==> config.mk <==
export PLATFORM = sky130hd
export DESIGN_NAME = mc_stage_seq
export DESIGN_NICKNAME = d
export VERILOG_FILES = /design/src/rtl/mc_seq_pkg.sv /design/src/rtl/mc_seq_dp.sv /design/src/rtl/mc_seq_ctrl.sv /design/src/rtl/mc_stage_seq.sv
export SDC_FILE = /design/constraint.sdc
export NUM_CORES = 1
export LEC_CHECK = 0
export ABC_AREA = 1
export BUFFER_PORTS_ARGS = -buffer_cell sky130_fd_sc_hd__buf_4
export CORE_MARGIN = 5
export CORE_UTILIZATION = 33
export CTS_CLUSTER_DIAMETER = 30
export CTS_CLUSTER_SIZE = 10
export DETAILED_ROUTE_END_ITERATION = 10
export PLACE_DENSITY_LB_ADDON = 0.1
export SYNTH_ARGS = -nofsm -noshare
export SYNTH_HDL_FRONTEND = slang
export SYNTH_SLANG_ARGS = --single-unit
==> constraint.sdc <==
create_clock -name clk -period 2.2 [get_ports clk]
set_clock_uncertainty 0.05 [all_clocks]
set_input_delay 0.33 -clock clk [delete_from_list [all_inputs] [get_ports clk]]
set_output_delay 0.33 -clock clk [all_outputs]
set_load 0.01 [all_outputs]
==> src/rtl/mc_seq_pkg.sv <==
package mc_seq_pkg;

  localparam int NUM_STAGES = 5;

  typedef enum logic [2:0] {
    ST_IDLE   = 3'd0,
    ST_FETCH  = 3'd1,
    ST_DECODE = 3'd2,
    ST_EXEC   = 3'd3,
    ST_MEM    = 3'd4,
    ST_WB     = 3'd5
  } stage_e;

  typedef enum logic [1:0] {
    CLS_ALU    = 2'b00,
    CLS_LOAD   = 2'b01,
    CLS_STORE  = 2'b10,
    CLS_BRANCH = 2'b11
  } iclass_e;

  // control-to-datapath strobes
  typedef struct packed {
    logic   loadDwell;    // reload dwell counter for loadSel
    stage_e loadSel;      // stage whose duration is loaded
    logic   decDwell;     // count the dwell down
    logic   countUp;      // bump the tick total
    logic   restartTotal; // new instruction accepted
  } seq_strobe_t;

endpackage

==> src/rtl/mc_seq_dp.sv <==
module mc_seq_dp
  import mc_seq_pkg::*;
#(
  parameter int unsigned DUR_FETCH  = 3,
  parameter int unsigned DUR_DECODE = 2,
  parameter int unsigned DUR_EXEC   = 2,
  parameter int unsigned DUR_MEM    = 4,
  parameter int unsigned DUR_WB     = 2,
  parameter int unsigned DW         = 3,
  parameter int unsigned TW         = 4
) (
  input  logic          clk,
  input  logic          rst,
  input  seq_strobe_t   strb,
  output logic          lastTick,
  output logic [TW-1:0] tickCount
);

  logic [DW-1:0] dwell;
  logic [DW-1:0] reloadVal;

  always_comb begin
    unique case (strb.loadSel)
      ST_FETCH:  reloadVal = DW'(DUR_FETCH - 1);
      ST_DECODE: reloadVal = DW'(DUR_DECODE - 1);
      ST_EXEC:   reloadVal = DW'(DUR_EXEC - 1);
      ST_MEM:    reloadVal = DW'(DUR_MEM - 1);
      ST_WB:     reloadVal = DW'(DUR_WB - 1);
      default:   reloadVal = '0;
    endcase
  end

  always_ff @(posedge clk) begin
    if (rst) begin
      dwell <= '0;
    end else if (strb.loadDwell) begin
      dwell <= reloadVal;
    end else if (strb.decDwell && dwell != '0) begin
      dwell <= dwell - 1'b1;
    end
  end

  assign lastTick = (dwell == '0);

  always_ff @(posedge clk) begin
    if (rst) begin
      tickCount <= '0;
    end else if (strb.restartTotal) begin
      tickCount <= TW'(1);
    end else if (strb.countUp) begin
      tickCount <= tickCount + 1'b1;
    end
  end

  // a running instruction's count grows by one each tick
  assert_count_step_R6: assert property (@(posedge clk) disable iff (rst)
    (strb.countUp && !strb.restartTotal) |=> tickCount == $past(tickCount) + 1'b1);

  // a fresh instruction starts counting at one
  assert_count_restart_R6: assert property (@(posedge clk) disable iff (rst)
    strb.restartTotal |=> tickCount == TW'(1));

endmodule

==> src/rtl/mc_seq_ctrl.sv <==
module mc_seq_ctrl
  import mc_seq_pkg::*;
(
  input  logic                  clk,
  input  logic                  rst,
  input  logic                  start,
  input  logic [1:0]            instClass,
  input  logic                  lastTick,
  output seq_strobe_t           strb,
  output logic [NUM_STAGES-1:0] stageOneHot,
  output logic [NUM_STAGES-1:0] stageEn,
  output logic                  done
);

  stage_e  stage, nextStage, succ;
  iclass_e cls;
  logic    active, stageEnd, isFinal, accept;

  assign active   = (stage != ST_IDLE);
  assign stageEnd = active && lastTick;

  always_comb begin
    unique case (stage)
      ST_EXEC: isFinal = (cls == CLS_BRANCH);
      ST_MEM:  isFinal = (cls == CLS_STORE);
      ST_WB:   isFinal = 1'b1;
      default: isFinal = 1'b0;
    endcase
  end

  always_comb begin
    unique case (stage)
      ST_FETCH:  succ = ST_DECODE;
      ST_DECODE: succ = ST_EXEC;
      ST_EXEC:   succ = (cls == CLS_ALU) ? ST_WB : ST_MEM;
      ST_MEM:    succ = ST_WB;
      default:   succ = ST_IDLE;
    endcase
  end

  assign done   = stageEnd && isFinal;
  assign accept = start && (!active || done);

  always_comb begin
    nextStage = stage;
    if (!active) begin
      if (start) nextStage = ST_FETCH;
    end else if (stageEnd) begin
      if (isFinal) nextStage = start ? ST_FETCH : ST_IDLE;
      else         nextStage = succ;
    end
  end

  always_comb begin
    strb.loadDwell    = (nextStage != ST_IDLE) && (accept || nextStage != stage);
    strb.loadSel      = nextStage;
    strb.decDwell     = active && !lastTick;
    strb.countUp      = active && !done;
    strb.restartTotal = accept;
  end

  always_ff @(posedge clk) begin
    if (rst) begin
      stage <= ST_IDLE;
      cls   <= CLS_ALU;
    end else begin
      stage <= nextStage;
      if (accept) cls <= iclass_e'(instClass);
    end
  end

  for (genvar i = 0; i < NUM_STAGES; i++) begin : g_stageOut
    assign stageOneHot[i] = (stage == stage_e'(i + 1));
    assign stageEn[i]     = stageOneHot[i] && lastTick;
  end

  // at most one stage is shown
  assert_onehot_R1: assert property (@(posedge clk) disable iff (rst)
    $onehot0(stageOneHot));

  // the stage holds until its dwell runs out
  assert_dwell_hold_R2: assert property (@(posedge clk) disable iff (rst)
    (active && !lastTick) |=> stage == $past(stage));

  // an enable pulse always closes its stage
  assert_en_closes_R4: assert property (@(posedge clk) disable iff (rst)
    (|stageEn) |=> stageOneHot != $past(stageOneHot));

  // done never lasts two ticks
  assert_done_single_R5: assert property (@(posedge clk) disable iff (rst)
    done |=> !done);

  // start while idle goes to fetch
  assert_idle_start_R7: assert property (@(posedge clk) disable iff (rst)
    (!active && start) |=> stage == ST_FETCH);

  // start on the done tick goes straight to fetch
  assert_chain_R8: assert property (@(posedge clk) disable iff (rst)
    (done && start) |=> stage == ST_FETCH);

endmodule

==> src/rtl/mc_stage_seq.sv <==
module mc_stage_seq
  import mc_seq_pkg::*;
#(
  parameter int unsigned DUR_FETCH  = 3,
  parameter int unsigned DUR_DECODE = 2,
  parameter int unsigned DUR_EXEC   = 2,
  parameter int unsigned DUR_MEM    = 4,
  parameter int unsigned DUR_WB     = 2,
  localparam int unsigned MAX_A   = (DUR_FETCH > DUR_DECODE) ? DUR_FETCH : DUR_DECODE,
  localparam int unsigned MAX_B   = (DUR_EXEC > DUR_MEM) ? DUR_EXEC : DUR_MEM,
  localparam int unsigned MAX_AB  = (MAX_A > MAX_B) ? MAX_A : MAX_B,
  localparam int unsigned MAX_DUR = (MAX_AB > DUR_WB) ? MAX_AB : DUR_WB,
  localparam int unsigned SUM_DUR = DUR_FETCH + DUR_DECODE + DUR_EXEC + DUR_MEM + DUR_WB,
  localparam int unsigned DW      = (MAX_DUR > 1) ? $clog2(MAX_DUR) : 1,
  localparam int unsigned TW      = $clog2(SUM_DUR + 1)
) (
  input  logic                  clk,
  input  logic                  rst,
  input  logic                  start,
  input  logic [1:0]            instClass,
  output logic [NUM_STAGES-1:0] stageOneHot,
  output logic [NUM_STAGES-1:0] stageEn,
  output logic                  done,
  output logic [TW-1:0]         tickCount
);

  if (DUR_FETCH == 0 || DUR_DECODE == 0 || DUR_EXEC == 0 ||
      DUR_MEM == 0 || DUR_WB == 0) begin : g_badDur
    $error("every stage duration must be at least one tick");
  end

  seq_strobe_t strb;
  logic        lastTick;

  mc_seq_ctrl u_ctrl (
    .clk         (clk),
    .rst         (rst),
    .start       (start),
    .instClass   (instClass),
    .lastTick    (lastTick),
    .strb        (strb),
    .stageOneHot (stageOneHot),
    .stageEn     (stageEn),
    .done        (done)
  );

  mc_seq_dp #(
    .DUR_FETCH  (DUR_FETCH),
    .DUR_DECODE (DUR_DECODE),
    .DUR_EXEC   (DUR_EXEC),
    .DUR_MEM    (DUR_MEM),
    .DUR_WB     (DUR_WB),
    .DW         (DW),
    .TW         (TW)
  ) u_dp (
    .clk       (clk),
    .rst       (rst),
    .strb      (strb),
    .lastTick  (lastTick),
    .tickCount (tickCount)
  );

  // no instruction finishes faster than fetch+decode+execute
  assert_min_latency_R5: assert property (@(posedge clk) disable iff (rst)
    done |-> tickCount >= TW'(DUR_FETCH + DUR_DECODE + DUR_EXEC));

  // done comes only while some stage is shown
  assert_done_in_stage_R1: assert property (@(posedge clk) disable iff (rst)
    done |-> stageOneHot != '0);

endmodule

Yosys cells after proc, flatten, opt, wreduce, memory -nomap -nowiden
Cells that the tools add are included.
W data, S select, Z words.
{"block": "word_totals", "wordCells": 59, "output_inout_bits": 15, "register_bits": 11, "in_bits": 5}
{"block": "classes", "n_mux": 13, "eq_ne": 13, "addsub": 2, "n_reduce_logical": 26}
{"op": "$eq A3 B2 Y1 const B", "count": 4}
{"op": "$eq A3 B3 Y1 const B", "count": 4}
{"op": "$logic_and A1 B1 Y1", "count": 12}
{"op": "$mux W3", "count": 4}
{"op": "$pmux W3 S4", "count": 1}
{"op": "$eq A3 B1 Y1 const B", "count": 2}
{"op": "$pmux W2 S3", "count": 1}
{"op": "$reduce_bool A2 Y1", "count": 3}
{"op": "$reduce_bool A3 Y1", "count": 2}
{"op": "$add A4 B1 Y4 const B", "count": 1}
{"op": "$eq A2 B2 Y1 const B", "count": 2}
{"op": "$logic_not A2 Y1", "count": 2}
{"op": "$mux W1", "count": 4}
{"op": "$mux W2", "count": 2}
{"op": "$logic_not A1 Y1", "count": 3}
{"op": "$ne A3 B3 Y1", "count": 1}
{"op": "$pmux W1 S3", "count": 1}
{"op": "$reduce_or A3 Y1", "count": 1}
{"op": "$logic_or A1 B1 Y1", "count": 2}
{"op": "$reduce_or A2 Y1", "count": 1}
{"op": "$sub A2 B1 Y2 const B", "count": 1}

Depth between registers and ports, before layout
Gate-level depths: netlist of the first run.
{"block": "depth", "ltp_word": 10, "mapped_depth": 17, "depth_no_buf": 16}

Cells and area by module
From an unflattened synthesis of the first run, not the netlist that was laid out.
{"block": "unflattened", "hier_cells": 140, "area_unflattened_um2": 893.4}
{"mod": "mc_seq_ctrl", "area_each_um2": 561.8, "seq_area_each_um2": 100.1, "instances": 1, "cells_per_inst": 90}
{"mod": "mc_seq_dp", "area_each_um2": 331.6, "seq_area_each_um2": 120.1, "instances": 1, "cells_per_inst": 50}

Worst setup path after synthesis of the first run
No wires, ideal clock.
{"block": "synth_timing", "path_type": "register to register", "start": "reg u_dp.dwell[0]", "end": "reg u_dp.dwell[1]", "arrival_time_ns": 1.616, "setup_ns": 0.070, "synth_period_minus_slack_ns": 1.736, "path_buffers": 0, "required_time_ns": 2.080, "setup_slack_ns": 0.464, "stages_incl_launch_ff": 14, "cell_sequence": "dfxtp_1 -> inv_1 -> ha_1 -> bufinv_16 -> nor2_2 -> a211oi_4 -> nand2_1 -> nand2_1 -> nor2_2 -> nand2_2 -> nand2_1 -> nand2_1 -> nand2_1 -> a21oi_1"}
{"block": "synth_via", "elab_chain_cells": 8, "word_cells_on_any_way": 26, "cone_classes": "add/sub: 1; eq/ne: 6; mux: 5; reduce/logical: 14"}
{"element": "from (decl)", "line": "mc_seq_dp.sv:19", "text": "logic [DW-1:0] dwell;"}
{"element": "from (signal assigned)", "line": "mc_seq_dp.sv:37", "text": "dwell <= reloadVal;"}
{"element": "from (signal assigned)", "line": "mc_seq_dp.sv:39", "text": "dwell <= dwell - 1'b1;"}
{"element": "$logic_not A2 Y1", "line": "mc_seq_dp.sv:43", "text": "assign lastTick = (dwell == '0);"}
{"element": "$logic_and A1 B1 Y1", "line": "mc_seq_ctrl.sv:20", "text": "assign stageEnd = active && lastTick;"}
{"element": "$mux W3 or $logic_and A1 B1 Y1 (tied branches)", "line": "mc_seq_ctrl.sv:48, mc_seq_ctrl.sv:41"}
{"element": "$mux W3 or $logic_or A1 B1 Y1 (tied branches)", "line": "mc_seq_ctrl.sv:46, mc_seq_ctrl.sv:42"}
{"element": "$eq A3 B2 Y1, or another cell as far along", "line": "mc_seq_dp.sv:23", "text": "unique case (strb.loadSel)"}
{"element": "$reduce_or A3 Y1 (no line) or $logic_or A1 B1 Y1 (tied branches)"}
{"element": "$pmux W2 S3 or $logic_and A1 B1 Y1 (tied branches)", "line": "mc_seq_dp.sv:23, mc_seq_ctrl.sv:55"}
{"element": "$mux W2 or $reduce_bool A2 Y1 (tied branches)"}
Parallel ways exist; a longest one is shown, timed or not. The select of a mux whose other input is x is not followed.
A chain may end at the register's enable or synchronous reset.

Worst setup path in the final report of the first run
{"block": "layout_timing", "start": "reg u_ctrl.stage[1]", "end": "reg u_dp.dwell[1]"}
{"block": "layout_via", "elab_chain_cells": 9, "word_cells_on_any_way": 32, "cone_classes": "eq/ne: 11; mux: 8; reduce/logical: 13"}
{"element": "from (decl)", "line": "mc_seq_ctrl.sv:15", "text": "stage_e stage, nextStage, succ;"}
{"element": "from (signal assigned)", "line": "mc_seq_ctrl.sv:67", "text": "stage <= nextStage;"}
{"element": "$eq A3 B3 Y1, or another cell as far along", "line": "mc_seq_ctrl.sv:23, mc_seq_ctrl.sv:32"}
{"element": "$pmux W3 S4 or $pmux W1 S3 (tied branches)", "line": "mc_seq_ctrl.sv:32, mc_seq_ctrl.sv:23"}
{"element": "$mux W3", "line": "mc_seq_ctrl.sv:49", "text": "if (isFinal) nextStage = start ? ST_FETCH : ST_IDLE;"}
{"element": "$mux W3", "line": "mc_seq_ctrl.sv:48", "text": "end else if (stageEnd) begin"}
{"element": "$mux W3", "line": "mc_seq_ctrl.sv:46", "text": "if (!active) begin"}
{"element": "$eq A3 B2 Y1, or another cell as far along", "line": "mc_seq_dp.sv:23"}
{"element": "$reduce_or A3 Y1 (no line) or $logic_or A1 B1 Y1 (tied branches)"}
{"element": "$pmux W2 S3 or $logic_and A1 B1 Y1 (tied branches)", "line": "mc_seq_dp.sv:23, mc_seq_ctrl.sv:55"}
{"element": "$mux W2 or $reduce_bool A2 Y1 (tied branches)"}
Parallel ways exist; a longest one is shown, timed or not.

==> results of run 1 <==
[area by class of cell]
| type | count | area share [%] |
|---|---|---|
| clock buffers | 4 | 2.53 |
| inverters | 26 | 11.9 |
| multi-input cells | 87 | 46.3 |
| flip-flops and latches | 11 | 21.2 |
| well taps | 30 | 3.61 |
| repair buffers | 20 | 14.5 |
[critical path, stage by stage (launching register included)]
cell     delay (ps)
dfxtp_1         610
nand3_1         200
a21oi_1         220
nand3_1         140
nand2_1         120
inv_1            80
nand4_1         160
nand2_1          90
nand2_1          60
nand2_1          50
a21oi_1         120
[report_power, final]
| part | internal (uW) | leakage, uW | switching, uW |
|---|---|---|---|
| Sequential | 242 | 0.0000904 | 51.3 |
| Combinational | 273 | 0.000466 | 353 |
| Clock | 70.3 | 0.0000150 | 68.1 |
| Total | 585 | 0.000571 | 473 |
[Yosys cell counts (all sizes together)]
| cell type | count |
|---|---|
| a21oi | 7 |
| a211oi | 1 |
| inv | 24 |
| nor3 | 3 |
| dfxtp | 11 |
| bufinv | 1 |
| o21bai | 1 |
| nand2 | 38 |
| nor3b | 1 |
| buf | 2 |
| a31oi | 1 |
| nand3 | 10 |
| nor2 | 14 |
| nand4 | 2 |
| o21ai | 6 |
| xor2 | 1 |
| ha | 2 |
| clkinv | 1 |
[registers in the layout (all words and copies together), names as in the netlist]
register        flops
u_dp.tickCount      4
u_ctrl.stage        3
u_ctrl.cls          2
u_dp.dwell          2
[final timing paths]
kind,depth (start not counted),end,start
max,10,u_dp.dwell[1],u_ctrl.stage[1]
min,2,u_ctrl.stage[2],rst
max reg2reg,10,u_dp.dwell[1],u_ctrl.stage[1]
min reg2reg,1,u_dp.tickCount[3],u_dp.tickCount[3]
[through the flow]
| step | power [uW] | instances | setup WS (ps) | cell area (sq um) | hold WS, ps |
|---|---|---|---|---|---|
| after floorplan | 804 | 126 | 464 | 847 | 352 |
| final | 1060 | 178 | 238 | 1040 | 180 |
| after detailed placement | 931 | 174 | 281 | 1010 | 405 |
| after global placement | 930 | 174 | 296 | 1010 | 396 |
| after global routing | 1170 | 178 | 26.6 | 1040 | 161 |
| after CTS | 1070 | 178 | 227 | 1040 | 170 |
[cells in the final DEF (no fill, tap or decap), drive strengths merged]
cell	synthesis	final
a211oi	1	1
dfxtp	11	11
nand3	10	10
a21oi	7	7
nand4	2	2
ha	2	2
nor3b	1	1
inv	24	24
nand2	38	38
clkbuf	0	4
nor3	3	3
xor2	1	1
clkinv	1	1
buf	2	20
o21bai	1	1
a31oi	1	1
bufinv	1	1
nor2	14	14
o21ai	6	6
[cells by family after synthesis]
family	Yosys count	share of synthesized area, %
compound gates	16	11.7
xor+xnor	1	1.03
fa+ha+maj	2	2.95
buf+inv	28	17.3
flops	11	26.0
simple gates	68	41.1
[layer usage]
layer | vias up | GRT usage [%]
met2 | 19 | 17.9
met5 | - | 0
met4 | 0 | 6.50
met1 | 340 | 12.8
met3 | 4 | 2.34
li1 | 438 | -
==> results by stage, run 1 <==
Detailed routing:
- In the detailed route, the total length drawn on met2 is 809 microns.
- In the routed design, unresolved DRC markers number 0.
- The remaining antenna violation count is 0.
- In the final routing, the length of wire on met1 measures 801 microns.
- The detailed router placed 801 vias in this run.
- The final routed wire length divided by cell count is roughly 10 microns.
- The uppermost layer routed is met4.
- The via density per instance is between 4 and 5.
- The wire length reported by the detailed router is 1780 microns.
- The first detailed-routing pass took 4 iterations.
- The first routing iteration left 30 violations.
- The met3 wire length is between 100 and 150 microns.

Run status:
- The flow ran to the end, and the final reports show no timing, DRC or antenna violations.

Clocking:
- The clock reaches the later pin of the worst-skew pair after about 270 ps.
- The number of hold-repair buffers added at the cts stage is 0.
- The number of setup buffers added after CTS is 0.
- Once the clock tree was built, the resizer swapped 0 gates to a different size.
- The root cell of the clock tree is clkbuf_4.
- The number of clock buffers added by TritonCTS is 3.
- CTS built an H-tree with a depth of 1.
- The worst-case clock buffer depth is 2.
- Clock-pin slew was measured on the worst setup and hold paths at 70 ps.
- The TritonCTS clock tree is built.
- The clock net in this run drives a total of 11 sinks.

Yosys:
- The synthesized net count is 133.
- Counting every instance in the synthesized netlist gives around 130.
- The post-synthesis instance area is approximately 850 sq um.
- Each instance of the synthesized netlist takes up on average about 6.7 sq um.
- For this run, the register share of the synthesized area comes to 26.0%.
- The count of cell types in the netlist is 25.
- The Yosys step of the flow raised 0 warnings.
- The count of state elements after synthesis is 11.
- By area the synthesized netlist is led by dfxtp_1 (26%), nand2_1 (12%), inv_1 (8.9%).
- The cell type with the highest aggregate area in the netlist is dfxtp_1.
- In this run the biggest area consumer among cell types represents 26.0% of the synthesized area.

Critical path:
- The critical path endpoint category is a register.
- STA classifies the critical path startpoint as a register.
- The data required time at the worst endpoint is 2350 ps.
- The critical path in this run is classified as register to register.
- The setup slack of the most critical reg-to-reg path is between 200 and 250 ps.
- Data arrives at the worst endpoint at around 2100 ps.
- The maximum fanout count along the critical path is 10.

Global routing:
- The number of antenna violations at the first check in global routing was 0.
- The first-pass GRT wire length is 2950 microns.
- The total grt overflow is 0.
- In the global route stage, overall resource usage came out at 10.8%.
- The maximum number of pins on one net before global-route repair is 11.
- The number of global-route vias before repair is 711.

Floorplanning:
- The floorplan step set the die width to 60.7 microns.
- The floorplan step defined a core boundary enclosing 0.00248 sq mm.
- The height of the chip is 60.7 microns.
- The die covers ~0.0037 sq mm.
- The initial core utilization is roughly a third.
- The number of standard-cell rows in the floorplan is 18.
- For this design the top-level I/O count stands at 20.

Timing:
- Setup repair after global routing left no endpoint under its margin.
- Setup violations remaining at the end of the flow were counted as 0.
- Headroom to the max-slew limit came out at 69.2%.
- The maximum frequency from static timing analysis is 510 MHz.
- The routed design could run at a clock period as short as between 1500 and 2000 ps.
- The setup total negative slack is 0 ps.
- The slew at the pin closest to its max-slew limit is 461 ps.
- The number of max-slew violations in the final report is 0.
- The post-route fraction of the period consumed by the critical path is about 89%.
- The number of endpoints with negative hold slack in the final report is 0.

Layout:
- The share of final-layout standard cells stronger than drive strength 1 is between 30% and 40%.
- At the end of the flow the core is filled with cells to 41.9%.
- The sequential standard cell area is 220 sq um.
- After the last flow step, the layout net total stands at 156.
- The number of diodes added for antenna fixing is 0.
- In the final layout, the multi-input gates occupy 480 sq um.
- The number of filler instances in the final layout is 265.
- The area growth from synthesis to layout is 22.6%.

Place:
- The final HPWL from detailed placement is 1480 microns.
- Buffers placed on the I/O ports in this run total 19.
- The final weighted congestion in routability-driven placement is 0.751.

Min path:
- The path class of the tightest hold or removal check is input port to register.

Pwr:
- VDD sags by at most 0.000488 V.
- The cell area power density is 1020 mW/mm^2.
- The standby leakage power is 0.000571 uW.

Job:
- The reported max-cap violation count is 0.
Power figures use the tool's default switching activity.
==> inputs of run 2 (changes only) <==
--- a/config.mk
+++ b/config.mk
@@ -13,6 +13,7 @@
 export CTS_CLUSTER_SIZE = 10
 export DETAILED_ROUTE_END_ITERATION = 10
 export PLACE_DENSITY_LB_ADDON = 0.1
+export REMOVE_ABC_BUFFERS = 1
 export SYNTH_ARGS = -nofsm -noshare
 export SYNTH_HDL_FRONTEND = slang
 export SYNTH_SLANG_ARGS = --single-unit
==> run 2 against run 1 <==
Against the previous run:
- non-clock buffer count shrank 1
- highest routed layer unchanged
- sequential share of layout area grew 0.34 points
- final cell count is 0.56% lower
- via count up 1.5%
- worst hold slack lost 20 ps
==> results by stage, run 2 (same netlist as run 1, synthesis figures left out) <==
Critical path:
- The launching element of the worst setup path is u_dp.dwell[0].
- The slowest cell on the critical path is dfxtp_1.
- The setup path with the least slack is of type register to register.
- The startpoint class of the critical path is a register.
- Counting stages on the worst path, the most repeated cell is nand2_1.
- The data required time at the worst endpoint is 2360 ps (about the same).
- The worst setup path is captured at a register.
- The depth of the worst register-to-register path is 12 (+2).
- The critical path depth in cells came to 12 (+2).
- The buffering stage count on the worst path with inverters included was 3 (+2).
- The launch point of the worst reg-to-reg path is u_dp.dwell[0].
- The largest stage delay on the critical path is 320 ps (-290 ps).
- The maximum fanout count along the critical path is 9 (-1).
- The cell family contributing the most delay on the critical path is simple AND/OR/NAND/NOR gates.
- The arrival time reported for the critical path endpoint was 2040 ps (-70 ps).
- The critical path goes through inv_1, ha_1, bufinv_16, a21oi_1, nand3_1, nand2_1, inv_1, nand4_1, nand2_1, nand2_1, nand2_1, a21oi_1.

Min path:
- The depth of the worst hold-timing path is 2 (unchanged).
- The worst hold path begins at rst.
- The type of the most critical hold path is input port to register.

Floorplanning:
- The die extent in x was 60.7 microns (unchanged).
- The total die area is 0.00368 sq mm (unchanged).
- The height of the chip came to 60.7 microns (unchanged).
- The initial core utilization was 34.2% (unchanged).
- The top-level port count is 20 (unchanged).
- The number of standard-cell rows in the floorplan was 18 (unchanged).
- The standard cell core area is 0.00248 sq mm (unchanged).

Layout:
- The utilization after layout is 41.7% (-0.20 points).
- The largest registers in the layout are u_dp.tickCount (4), u_ctrl.stage (3).
- The area of the multi-input gates is 480 sq um (unchanged).
- The share of final-layout standard cells stronger than drive strength 1 came to 31.3% (+0.89 points).
- The synthesis-to-finish area growth is 22.0%.
- The register with the highest flop count is u_dp.tickCount.
- The number of nets in the layout is 155 (-0.64%).
- The number of filler instances in the final layout is 287 (+8.3%).
- The number of flip-flops in the largest register is 4 (unchanged).
- The top cell types in the final layout, fill and taps aside, are nand2_1 (28), inv_1 (20), buf_4 (19), nand3_1 (10).
- The sequential standard cell area is 223 sq um (+1.1%).
- The number of diodes added for antenna fixing is 0 (unchanged).
- Leaving out fill and tap cells, the most frequent cell in the layout is nand2_1.

Timing:
- The shortest clock period the worst path allows after layout is 1880 ps (-78.6 ps).
- Setup repair after global routing left no endpoint under its margin.
- The setup total negative slack is 0 ps (unchanged).
- The setup-violating endpoint count in the final report is 0 (unchanged).
- The slew at the pin closest to its max-slew limit is 279 ps (-182 ps).
- The number of endpoints with negative hold slack in the final report is 0 (unchanged).
- The maximum frequency from static timing analysis is 531 MHz (+4.2%).
- The post-route fraction of the period consumed by the critical path is 85.6% (-3.6 points).
- The number of max-slew violations in the final report came to 0 (unchanged).
- The relative slew slack is 81.3% (+12 points).

Pwr:
- The peak supply drop is 0.000457 V (-6.4%).
- The internal power contribution is 585 uW (about the same).
- The cell area power density is 1040 mW/mm^2 (+1.7%).
- The power share of the clock group came to 13.5% (+0.4 points).
- The standby leakage power is 0.000567 uW (-0.79%).
- The net load switching power is 485 uW (+2.7%).
- The combinational share of power was 58.6% (-0.6 points).
- The part of the power in registers is 27.9% (+0.2 points).
- The switching fraction of total power was 45.4% (+0.68 points).

Clocking:
- The worst-case clock buffer depth is 2 (unchanged).
- The tree is rooted in a clkbuf_4.
- The source-to-sink clock delay at the later pin of the worst-skew pair is 270 ps (about the same).
- The number of clock buffers inserted by TritonCTS is 3 (unchanged).
- The maximum level of the CTS H-tree is 1 (unchanged).
- The register clock-pin slew on the reported worst setup and hold paths is 80 ps (about the same).
- The TritonCTS clock tree is built.
- The number of clock sinks seen by CTS is 11 (unchanged).

Detailed routing:
- The wire length reported by the detailed router is 1930 microns (+8.5%).
- The via density per instance is 4.59 (+2.1%).
- The remaining antenna violation count is 0 (unchanged).
- The residual DRC count is 0 (unchanged).
- The final routed wire length divided by cell count is 10.9 microns (+9.1%).
- The via total after detailed routing is 813 (+1.5%).
- The number of search-and-repair iterations in the first detailed-routing pass came to 4 (unchanged).
- The violation count after the first detailed-routing iteration is 29 (-3.3%).

Place:
- The final HPWL from detailed placement was 1500 microns (+1.6%).
- The number of I/O port buffers is 19 (unchanged).
- The final weighted congestion in routability-driven placement is 0.728 (-3.0%).

Global routing:
- The maximum number of pins on one net before global-route repair came to 11 (unchanged).
- The number of global-route vias before repair was 753 (+5.9%).
- The combined global-route utilization of all metal layers is 11.6% (+0.74 points).
- The total grt overflow is 0 (unchanged).
- The first-pass GRT wire length is 3200 microns (+8.7%).
- The number of antenna violations at the first check in global routing is 0 (unchanged).

Run status:
- The flow ran to the end, and the final reports show no timing, DRC or antenna violations.

Job:
- The reported max-cap violation count is 0 (unchanged).
run 2: changes by cell type in the layout (fill, tap and decap cells not counted):
cell     previous run  this run
dfxtp_2             0         2
buf_4              20        19
dfxtp_1            11         9
run 2: stage by stage:
step / instances / total power [uW] / worst slack [ps] / area (sq um) / hold slack, ps
after floorplan: 124 / 789 / 440 / 825 / 352
after global placement: 173 / 932 / 197 / 1000 / 395
after detailed placement: 173 / 929 / 211 / 1000 / 399
after CTS: 177 / 1080 / 148 / 1030 / 168
after global routing: 177 / 1170 / 96.4 / 1030 / 160
final: 177 / 1070 / 316 / 1030 / 161
run 2: metal layers:
layer | global-route usage [%] | part of all wire [%]
met1 | 13.8 | 46
met2 | 20.0 | 48
met3 | 1.91 | 4.9
met4 | 5.57 | 1.5
met5 | 0 | 0
run 2: timing repair:
item                                    CTS  global route
endpoints found under the setup margin    0             1
hold buffers                              0             0
setup buffers                             0             0
resized for setup                         0             2
run 2: area by class of cell:
| type | count | area share, % |
|---|---|---|
| multi-input cells | 87 | 46.5 |
| flip-flops and latches | 11 | 21.5 |
| repair buffers | 19 | 13.8 |
| inverters | 26 | 12.0 |
| well taps | 30 | 3.63 |
| clock buffers | 4 | 2.54 |
run 2: worst paths after layout:
check                            to  slack [ps]
hold / removal      u_ctrl.stage[2]         160
setup reg to reg      u_dp.dwell[1]         320
hold reg to reg   u_dp.tickCount[3]         410
setup / recovery      u_dp.dwell[1]         320
run 2: power groups by stage:
| stage | combinational (uW) | sequential (uW) | clock (uW) |
|---|---|---|---|
| after floorplan | 495 | 293 | 0 |
| after global placement | 631 | 301 | 0 |
| after detailed placement | 628 | 301 | 0 |
| after CTS | 633 | 297 | 150 |
| after global routing | 707 | 306 | 160 |
| final | 627 | 298 | 145 |
